$ cat src/rtl/grm_pkg.sv
`timescale 1ns/1ps
package grm_pkg;

    // one bit per monitored rule, produced in the cycle the breach occurs
    typedef struct packed {
        logic hold;   // owed high-port grant missing
        logic idle;   // owed default grant missing
        logic excl;   // both grants asserted together
    } viol_t;

endpackage

$ cat src/rtl/grm_history.sv
`timescale 1ns/1ps
// Request history: which high-port grants are owed and whether the
// previous cycle carried no request at all.
module grm_history #(
    parameter int HOLD = 2
) (
    input  logic            clk,
    input  logic            rst,
    input  logic            req_hi,
    input  logic            req_lo,
    output logic [HOLD-1:0] hi_hist,
    output logic            idle_prev
);
    typedef struct packed {
        logic [HOLD-1:0] hi;    // bit k: req_hi seen k+1 cycles ago
        logic            idle;  // no request last cycle
    } hist_t;

    hist_t st_d, st_q;

    always_comb begin
        st_d       = st_q;
        st_d.hi[0] = req_hi;
        for (int i = 1; i < HOLD; i++) begin
            st_d.hi[i] = st_q.hi[i-1];
        end
        st_d.idle  = !req_hi && !req_lo;
    end

    always_ff @(posedge clk) begin
        if (rst) begin
            st_q <= '0;
        end else begin
            st_q <= st_d;
        end
    end

    assign hi_hist   = st_q.hi;
    assign idle_prev = st_q.idle;

    // an idle cycle always leaves no high-port duty from that cycle
    a_r2_idle_clears_hi: assert property (@(posedge clk) disable iff (rst)
        idle_prev |-> !hi_hist[0]);

endmodule

$ cat src/rtl/grm_rules.sv
`timescale 1ns/1ps
// Rule evaluation for the current cycle.
module grm_rules
    import grm_pkg::*;
#(
    parameter int HOLD = 2
) (
    input  logic [HOLD-1:0] hi_hist,
    input  logic            idle_prev,
    input  logic            gnt_hi,
    input  logic            gnt_lo,
    input  logic            chk_en,
    output viol_t           viol
);
    logic owe_hi;
    logic owe_lo;

    // a high-port grant is owed while any recent req_hi is in the window
    assign owe_hi = |hi_hist;
    // default grant owed only when no high-port grant is pending (R3 waiver)
    assign owe_lo = idle_prev && !owe_hi;

    always_comb begin
        viol      = '0;
        viol.hold = chk_en && owe_hi && !gnt_hi;
        viol.idle = chk_en && owe_lo && !gnt_lo;
        viol.excl = chk_en && gnt_hi && gnt_lo;
    end

endmodule

$ cat src/rtl/grm_cycle.sv
`timescale 1ns/1ps
// Saturating cycle counter and check-enable after warm-up.
module grm_cycle #(
    parameter int CNT_W  = 16,
    parameter int WARMUP = 2
) (
    input  logic             clk,
    input  logic             rst,
    output logic [CNT_W-1:0] cyc,
    output logic             chk_en
);
    localparam logic [CNT_W-1:0] CNT_MAX = '1;
    localparam logic [CNT_W-1:0] WARM    = CNT_W'(WARMUP);

    typedef struct packed {
        logic [CNT_W-1:0] cnt;
    } cyc_t;

    cyc_t st_d, st_q;

    always_comb begin
        st_d = st_q;
        if (st_q.cnt != CNT_MAX) begin
            st_d.cnt = st_q.cnt + 1'b1;
        end
    end

    always_ff @(posedge clk) begin
        if (rst) begin
            st_q <= '0;
        end else begin
            st_q <= st_d;
        end
    end

    assign cyc    = st_q.cnt;
    assign chk_en = (st_q.cnt >= WARM);

    // once at the top the count holds there
    a_r10_saturate: assert property (@(posedge clk) disable iff (rst)
        (cyc == CNT_MAX) |=> (cyc == CNT_MAX));

endmodule

$ cat src/rtl/grm_record.sv
`timescale 1ns/1ps
// Sticky per-rule flags and first-violation cycle capture.
module grm_record
    import grm_pkg::*;
#(
    parameter int CNT_W = 16
) (
    input  logic             clk,
    input  logic             rst,
    input  viol_t            viol,
    input  logic [CNT_W-1:0] cyc,
    output logic             err_hold,
    output logic             err_idle,
    output logic             err_excl,
    output logic [CNT_W-1:0] first_err_cycle
);
    typedef struct packed {
        viol_t            flags;
        logic [CNT_W-1:0] first;
    } rec_t;

    rec_t st_d, st_q;
    logic any_now;
    logic any_seen;

    assign any_now  = viol.hold || viol.idle || viol.excl;
    assign any_seen = st_q.flags.hold || st_q.flags.idle || st_q.flags.excl;

    always_comb begin
        st_d            = st_q;
        st_d.flags.hold = st_q.flags.hold || viol.hold;
        st_d.flags.idle = st_q.flags.idle || viol.idle;
        st_d.flags.excl = st_q.flags.excl || viol.excl;
        if (any_now && !any_seen) begin
            st_d.first = cyc;
        end
    end

    always_ff @(posedge clk) begin
        if (rst) begin
            st_q <= '0;
        end else begin
            st_q <= st_d;
        end
    end

    assign err_hold        = st_q.flags.hold;
    assign err_idle        = st_q.flags.idle;
    assign err_excl        = st_q.flags.excl;
    assign first_err_cycle = st_q.first;

    // the recorded index is frozen once any flag is up
    a_r8_first_frozen: assert property (@(posedge clk) disable iff (rst)
        any_seen |=> $stable(first_err_cycle));
    // each flag is sticky
    a_r6_sticky: assert property (@(posedge clk) disable iff (rst)
        any_seen |=> (err_hold || err_idle || err_excl));

endmodule

$ cat src/rtl/grant_rule_monitor.sv
`timescale 1ns/1ps
module grant_rule_monitor
    import grm_pkg::*;
#(
    parameter int CNT_W = 16,
    parameter int HOLD  = 2
) (
    input  logic             clk,
    input  logic             rst,
    input  logic             req_hi,
    input  logic             req_lo,
    input  logic             gnt_hi,
    input  logic             gnt_lo,
    output logic             err_hold,
    output logic             err_idle,
    output logic             err_excl,
    output logic             err_any,
    output logic [CNT_W-1:0] first_err_cycle
);
    // history needs HOLD cycles to fill before checks are trusted
    localparam int WARMUP = HOLD;

    logic [HOLD-1:0]  hi_hist;
    logic             idle_prev;
    logic [CNT_W-1:0] cyc;
    logic             chk_en;
    viol_t            viol;

    grm_history #(.HOLD(HOLD)) u_hist (
        .clk       (clk),
        .rst       (rst),
        .req_hi    (req_hi),
        .req_lo    (req_lo),
        .hi_hist   (hi_hist),
        .idle_prev (idle_prev)
    );

    grm_cycle #(.CNT_W(CNT_W), .WARMUP(WARMUP)) u_cyc (
        .clk    (clk),
        .rst    (rst),
        .cyc    (cyc),
        .chk_en (chk_en)
    );

    grm_rules #(.HOLD(HOLD)) u_rules (
        .hi_hist   (hi_hist),
        .idle_prev (idle_prev),
        .gnt_hi    (gnt_hi),
        .gnt_lo    (gnt_lo),
        .chk_en    (chk_en),
        .viol      (viol)
    );

    grm_record #(.CNT_W(CNT_W)) u_rec (
        .clk             (clk),
        .rst             (rst),
        .viol            (viol),
        .cyc             (cyc),
        .err_hold        (err_hold),
        .err_idle        (err_idle),
        .err_excl        (err_excl),
        .first_err_cycle (first_err_cycle)
    );

    assign err_any = err_hold || err_idle || err_excl;

    // a high request followed by a missing grant is flagged
    a_r1_hold_missed: assert property (@(posedge clk) disable iff (rst)
        (chk_en && $past(req_hi) && !gnt_hi) |=> err_hold);
    // simultaneous grants are flagged
    a_r5_excl: assert property (@(posedge clk) disable iff (rst)
        (chk_en && gnt_hi && gnt_lo) |=> err_excl);
    // nothing is recorded during warm-up
    a_r7_warmup_quiet: assert property (@(posedge clk) disable iff (rst)
        (!chk_en && !err_any) |=> !err_any);
    // the waived default grant never raises the idle flag
    a_r3_waiver: assert property (@(posedge clk) disable iff (rst)
        (!err_idle && (|hi_hist)) |=> !err_idle);

endmodule

$ cat config.mk
export PLATFORM = sky130hd
export DESIGN_NAME = grant_rule_monitor
export DESIGN_NICKNAME = d
export VERILOG_FILES = /design/src/rtl/grm_pkg.sv /design/src/rtl/grm_history.sv /design/src/rtl/grm_rules.sv /design/src/rtl/grm_cycle.sv /design/src/rtl/grm_record.sv /design/src/rtl/grant_rule_monitor.sv
export SDC_FILE = /design/constraint.sdc
export NUM_CORES = 1
export LEC_CHECK = 0
export BUFFER_PORTS_ARGS = -buffer_cell sky130_fd_sc_hd__buf_2
export CORE_ASPECT_RATIO = 2
export CORE_MARGIN = 5
export CORE_UTILIZATION = 45
export CTS_CLUSTER_DIAMETER = 40
export CTS_CLUSTER_SIZE = 8
export DETAILED_ROUTE_END_ITERATION = 12
export PLACE_DENSITY_LB_ADDON = 0.25
export SYNTH_ARGS = -nofsm -noshare
export SYNTH_HDL_FRONTEND = slang
export SYNTH_SLANG_ARGS = --single-unit
$ cat constraint.sdc
create_clock -name clk -period 2.4 [get_ports clk]
set_input_delay 0.36 -clock clk [delete_from_list [all_inputs] [get_ports clk]]
set_output_delay 0.36 -clock clk [all_outputs]
set_load 0.005 [all_outputs]
==> results_tabular.tex, run 1 <==
\begin{tabular}{lr}
\hline
Metric & Value \\
\hline
\multicolumn{2}{l}{\textbf{Synth}} \\
Area share of fa/ha/maj cells after synthesis & 0.01376 \\
Share of the synthesized netlist area taken by xor and xnor gates & 0.004818 \\
Proportion of synthesized area in mux cells & 0.1163 \\
Count of yosys warnings during synthesis & 0 \\
Cell count after synthesis & slightly below 200 \\
Count of flip-flops with a built-in enable after synthesis & 0 \\
Dominant combinational cell family by area after synthesis & simple AND/OR/NAND/NOR gates \\
Asr flop ratio synth & 0 \\
Syn avg cell area & 9.275 um2 \\
Post-Synthesis Net Count & between 200 and 250 \\
Number of register bits inferred by synthesis & 38 \\
Number of distinct library cells after synthesis & just over 40 \\
Netlist area before placement & between 1500 and 2000 um2 \\
Commonest register cell after synthesis & dfxtp\_1 \\
Post-Synth Simple-Gate Area & 0.3310 \\
Complex-gate fraction of the synthesized area & 0.07571 \\
Portion of the post-synthesis area used by sequential elements & 0.4184 \\
\multicolumn{2}{l}{\textbf{Floorplan}} \\
Number of placed I/O pins & 26 \\
Cell row count & 32 \\
Effective utilization at floorplan & 0.4681 \\
Die Area & approximately 5500 um2 \\
Chip Height & about 100 um \\
Floorplan die width & $\sim$55 um \\
Std-Cell Core Area & a little under 4000 um2 \\
\multicolumn{2}{l}{\textbf{Detailed routing}} \\
Detailed Route WL & about 3.7 mm \\
DRC violations left & 0 \\
Number of DRC violations after detailed-routing iteration 0 & 34 \\
Drt first pass iters & 4 \\
Detail-routed via count per cell & roughly 5.4 \\
Post-route ant nets & 0 \\
Average wire per cell in the routed design & 13.58 um \\
Via total after detailed routing & approximately 1.5k \\
\multicolumn{2}{l}{\textbf{GRT}} \\
Maximum number of pins on one net before global-route repair & 57 \\
Wire length of the first global-routing pass & just over 6 mm \\
Number of antenna violations at the first check in global routing & 0 \\
Global route overflow & 0 \\
Total global-route track usage & 0.1517 \\
Number of global-route vias before repair & between 1k and 1.5k \\
\multicolumn{2}{l}{\textbf{Finish}} \\
Area of all placed cells without fillers & 2052 um2 \\
Commonest cells after routing, fill and taps aside & dfxtp\_1, nand2b\_1, buf\_2 \\
Share of cells above drive strength 1 & 0.2045 \\
Total number of nets in the final design & approximately 230 \\
Area overhead of the layout relative to synthesis & 12.87\% \\
N\_diodes & 0 \\
Most common cell after layout, fill and taps aside & dfxtp\_1 \\
\multicolumn{2}{l}{\textbf{Clock network}} \\
CTS tree & built \\
Number of sinks driven by the clock tree & 38 \\
Max clock buf depth & 2 \\
Level count of the clock H-tree & 2 \\
Later-pin clock latency in the skew report & 0.28 ns \\
Root buffer selected by CTS & clkbuf\_8 \\
PostCTS Resize Cnt & 0 \\
\# Post-CTS Setup Buffers & 0 \\
Count of hold buffers inserted by post-cts repair & 0 \\
Number of buffers inserted during clock tree synthesis & 5 \\
Clock-pin slew reported for the worst setup and hold paths after clock tree synthesis & $\sim$0.070 ns \\
\multicolumn{2}{l}{\textbf{Pwr}} \\
Leakage component of the power & between 0.8 and 0.9 nW \\
Pwr/cell area & around 590 nW/um2 \\
Final Power & 1.206 mW \\
Peak supply drop & around 0.0004 V \\
\multicolumn{2}{l}{\textbf{Critical path}} \\
Crit path required time & between 2 and 3 ns \\
Buffering stage count on the worst path with inverters included & 2 \\
Data arrival time at the worst-slack endpoint & between 2 and 2.5 ns \\
Worst Setup Path Type & register to register \\
Standard cell with the maximum stage delay on the critical path & dfxtp\_1 \\
Biggest cell delay along the critical path & 0.39 ns \\
Crit path launch type & register \\
CP endpoint kind & register \\
Family with the most delay on the worst path & simple AND/OR/NAND/NOR gates \\
Number of logic stages on the critical path including buffering & 7 \\
Chain of cells forming the critical path & inv\_1 -> ha\_1 -> nor4\_1 -> nand4\_1 -> or3b\_1 -> buf\_4 -> mux2i\_1 \\
Max Fanout on Critical Path & 7 \\
Worst-case reg-to-reg path depth & 7 \\
\multicolumn{2}{l}{\textbf{Run}} \\
Max-cap violation count & 0 \\
\multicolumn{2}{l}{\textbf{STA}} \\
Maximum frequency from static timing analysis & around 0.52 GHz \\
Count of endpoints failing setup in the final report & 0 \\
Max-slew violation count & 0 \\
Number of hold violations in the final report & 0 \\
Setup repair after global routing missed its margin & no \\
Slew at the pin with the worst max-slew slack & about 0.75 ns \\
Worst hold margin & 0.2402 ns \\
Summed negative setup slack over all endpoints & 0 ns \\
Time the final worst path needs with I/O delays and setup & 1.920 ns \\
Final worst path period share & 0.8000 \\
Normalized max-slew margin & 0.5006 \\
Final setup slack of the worst path & 0.4800 ns \\
Final clock skew & between 0.006 and 0.007 ns \\
\multicolumn{2}{l}{\textbf{Place}} \\
Routability congestion estimate & 0.8323 \\
\# port buffers & 25 \\
Setup Slack @ Placement & approximately 0.48 ns \\
Post-DP HPWL & between 2 and 3 mm \\
DP Area & roughly 2000 um2 \\
\multicolumn{2}{l}{\textbf{Run status}} \\
Outcome & complete, no violations \\
\multicolumn{2}{l}{\textbf{Min path}} \\
Worst hold path type & input port to register \\
Worst Hold Depth & 2 \\
\hline
\end{tabular}
sequential cells by signal, summed over array words and instances (netlist names):
name                   count
u_rec.err_hold             1
u_cyc.cyc                 16
u_hist.idle_prev           1
u_rec.first_err_cycle     16
u_rec.err_idle             1
u_rec.err_excl             1
u_hist.hi_hist             2
metal layers:
layer | global-route usage | routed length [um] | vias up
li1 | - | - | 736
met4 | 0.07303 | 79 | 0
met1 | 0.1629 | 1446 | 695
met5 | 0 | 0 | -
met3 | 0.02823 | 112 | 7
met2 | 0.2673 | 2042 | 21
through the flow:
stage | instances | utilization
floorplan | 196 | -
CTS | 271 | 0.5284
global route | 271 | 0.5284
detailed placement | 263 | 0.5048
finish | 271 | 0.5284
global placement | 263 | 0.5048
worst paths after layout:
check                            startpoint                        end  slack (ns)
setup / recovery               u_cyc.cyc[0]   u_rec.first_err_cycle[6]        0.48
hold / removal                       req_lo           u_hist.idle_prev        0.24
setup reg to reg               u_cyc.cyc[0]   u_rec.first_err_cycle[6]        0.48
hold reg to reg   u_rec.first_err_cycle[10]  u_rec.first_err_cycle[10]        0.47
kinds of logic (layout without fill, tap and decap cells):
group | count (synthesis) | in the layout
AOI/OAI and AO/OA | 22 | 22
xor gates and xnor gates | 1 | 1
adders and majority gates | 2 | 2
buffers and inverters | 15 | 39
DFF | 38 | 38
muxes | 21 | 21
and+or+nand+nor | 97 | 97
area by class of cell:
type | instances | area (um2)
clock buffer | 7 | 86.33
multi-input combinational | 143 | 984.7
timing repair buffer | 26 | 132.6
tap | 51 | 63.81
sequential | 38 | 760.7
fill | 395 | 1832
inverter | 5 | 18.77
clock inverter | 1 | 5.005
report_power, final:
| part | total, mW | switching, mW | internal (mW) |
|---|---|---|---|
| Clock | 0.442 | 0.210 | 0.232 |
| Sequential | 0.653 | 0.0113 | 0.642 |
| Combinational | 0.111 | 0.0569 | 0.0545 |
synth_stat cells, types with 5 or more instances:
cell type / count / share of area
dfxtp_1: 38 / 0.42
a21oi_1: 7 / 0.019
nor2b_1: 5 / 0.017
nor4_1: 7 / 0.024
mux2i_1: 20 / 0.11
nand2b_1: 30 / 0.10
nor2_1: 13 / 0.027
nor3_1: 6 / 0.017
clkbuf_1: 5 / 0.010
or2_2: 5 / 0.017
nand3_1: 6 / 0.017
(Power assumes the default switching activity.)
==> run 2: changes to the inputs <==
- clock period: 2.4 -> 1.65 ns (I/O delays scaled with it)
==> run 2 against run 1 <==
Against the previous run: the flow now finishes with violations (setup timing); wire length is 20% higher; clock-buffer cell count did not move; sequential share of layout area decreased by 5.4 points; utilization grew 10 points; final cell count up 12%; combinational power up 120%; critical path type unchanged; highest routed layer unchanged.
==> results_tabular.tex, run 2 (synthesis results as in run 1) <==
\begin{tabular}{lr}
\hline
Metric & Value \\
\hline
\multicolumn{2}{l}{\textbf{Run status}} \\
Outcome & finished with violations \\
Violations in the final reports & setup timing \\
\multicolumn{2}{l}{\textbf{Finish}} \\
Total number of nets in the final design & 260 \\
Non-Filler Instances & a little over 300 \\
Post-route core utilization & 0.6282 \\
N\_diodes & 0 \\
Commonest cells after routing, fill and taps aside & nand2b\_1, buf\_4, dfxtp\_1 \\
Area overhead of the layout relative to synthesis & 34.21\% \\
Number of filler cells placed in the layout & between 300 and 400 \\
Share of cells above drive strength 1 & 0.3874 \\
\multicolumn{2}{l}{\textbf{Clock network}} \\
Number of buffers inserted during clock tree synthesis & 5 \\
CTS tree & built \\
Level count of the clock H-tree & 2 \\
Count of hold buffers inserted by post-cts repair & 0 \\
Max clock buf depth & 2 \\
Root buffer selected by CTS & clkbuf\_8 \\
Number of sinks driven by the clock tree & 38 \\
Clock-pin slew reported for the worst setup and hold paths after clock tree synthesis & $\sim$0.070 ns \\
Later-pin clock latency in the skew report & around 0.29 ns \\
\multicolumn{2}{l}{\textbf{Floorplan}} \\
Number of placed I/O pins & 26 \\
Die Area & 5488 um2 \\
Effective utilization at floorplan & 0.4681 \\
Cell row count & 32 \\
Chip Height & $\sim$100 um \\
Std-Cell Core Area & 3884 um2 \\
Floorplan die width & between 50 and 60 um \\
\multicolumn{2}{l}{\textbf{STA}} \\
Final worst path period share & 1.022 \\
Time the final worst path needs with I/O delays and setup & 1.687 ns \\
Count of endpoints failing setup in the final report & 1 \\
Final setup slack of the worst path & -0.03659 ns \\
Max-slew violation count & 0 \\
Setup repair after global routing missed its margin & yes \\
Summed negative setup slack over all endpoints & -0.03659 ns \\
Final clock skew & about 0.0072 ns \\
Normalized max-slew margin & 0.6833 \\
Maximum frequency from static timing analysis & around 0.6 GHz \\
Number of hold violations in the final report & 0 \\
Slew at the pin with the worst max-slew slack & about 0.48 ns \\
Worst hold margin & between 0.1 and 0.15 ns \\
\multicolumn{2}{l}{\textbf{Pwr}} \\
Peak supply drop & around 0.00054 V \\
Leakage component of the power & 1.015 nW \\
Pwr/cell area & about 760 nW/um2 \\
\multicolumn{2}{l}{\textbf{GRT}} \\
Number of global-route vias before repair & between 1.5k and 2k \\
Total global-route track usage & 0.1716 \\
Maximum number of pins on one net before global-route repair & 33 \\
Wire length of the first global-routing pass & roughly 7 mm \\
Global route overflow & 0 \\
Number of antenna violations at the first check in global routing & 0 \\
\multicolumn{2}{l}{\textbf{Place}} \\
Post-Place Cells & 294 \\
Routability congestion estimate & 0.8631 \\
Post-DP HPWL & $\sim$3.1 mm \\
\# port buffers & 25 \\
\multicolumn{2}{l}{\textbf{Detailed routing}} \\
Detailed Route WL & 4.432 mm \\
Via total after detailed routing & approximately 1.6k \\
Number of DRC violations after detailed-routing iteration 0 & 29 \\
Average wire per cell in the routed design & roughly 15 um \\
DRC violations left & 0 \\
Detail-routed via count per cell & approximately 5.4 \\
Drt first pass iters & 4 \\
Post-route ant nets & 0 \\
\multicolumn{2}{l}{\textbf{Critical path}} \\
Max Fanout on Critical Path & 5 \\
CP endpoint kind & register \\
Worst Setup Path Type & register to register \\
Data arrival time at the worst-slack endpoint & approximately 1.9 ns \\
Crit path launch type & register \\
Crit path required time & approximately 1.9 ns \\
\multicolumn{2}{l}{\textbf{Min path}} \\
Worst hold path type & input port to register \\
\multicolumn{2}{l}{\textbf{Run}} \\
Max-cap violation count & 0 \\
\hline
\end{tabular}
-- run 2: changes by cell type in the layout (fill, tap and decap cells not counted), moves of 2 or more --
cell and change:
buf_12 +2, nor4_2 +3, dfxtp_2 +7, dfxtp_1 -8
buf_6 +2, buf_4 +29, nor4_1 -3
-- run 2: worst paths after layout --
kind,slack [ns],cells past startpoint,endpoint,startpoint
worst max-delay path,-0.04,6,u_cyc.cyc[11],u_cyc.cyc[1]
worst min-delay path,0.12,2,u_hist.idle_prev,req_lo
worst min register to register,0.47,2,u_rec.first_err_cycle[3],u_rec.first_err_cycle[3]
worst max register to register,-0.04,6,u_cyc.cyc[11],u_cyc.cyc[1]
-- run 2: report_power, final --
part | leakage (nW) | internal, mW | switching, mW
Clock | 0.0482 | 0.337 | 0.319
Combinational | 0.656 | 0.134 | 0.105
Sequential | 0.311 | 0.935 | 0.0167
Total | 1.02 | 1.41 | 0.440
-- run 2: repair_timing --
action	CTS	global route
endpoints found under the setup margin	10	21
pin swaps	0	6
buffers inserted	0	2
resized for setup	6	16
-- run 2: cell type report --
cell class	instances	area, um2	share of cell area
multi-input combinational	143	1080	0.4426
sequential	38	773.2	0.3169
timing repair buffer	59	412.9	0.1692
clock buffer	7	86.33	0.03538
tap	51	63.81	0.02615
inverter	5	18.77	0.007692
clock inverter	1	5.005	0.002051
-- run 2: stage by stage --
step | setup slack [ns] | instance area, um2 | power (mW)
4_1_cts | -0.01126 | 2369 | 1.849
3_5_place_dp | -0.04307 | 2233 | 1.181
3_3_place_gp | -0.03083 | 2233 | 1.178
5_1_grt | -0.1178 | 2440 | 1.930
2_1_floorplan | -0.03832 | 1837 | 1.104
6_report | -0.03659 | 2440 | 1.846
-- run 2: critical path, stage by stage (launching register included) --
cell and delay, ns:
dfxtp_4 0.38, buf_6 0.10, nand4_1 0.19, or2_1 0.32, nor4b_2 0.32, buf_4 0.16
mux2i_1 0.15
-- run 2: per-layer routing --
| metal | vias up | global-route usage | share of wire |
|---|---|---|---|
| met2 | 40 | 0.2938 | 0.55 |
| met3 | 14 | 0.04160 | 0.041 |
| met1 | 772 | 0.1805 | 0.36 |
| met5 | - | 0 | 0 |
| li1 | 812 | - | - |
| met4 | 0 | 0.09551 | 0.048 |
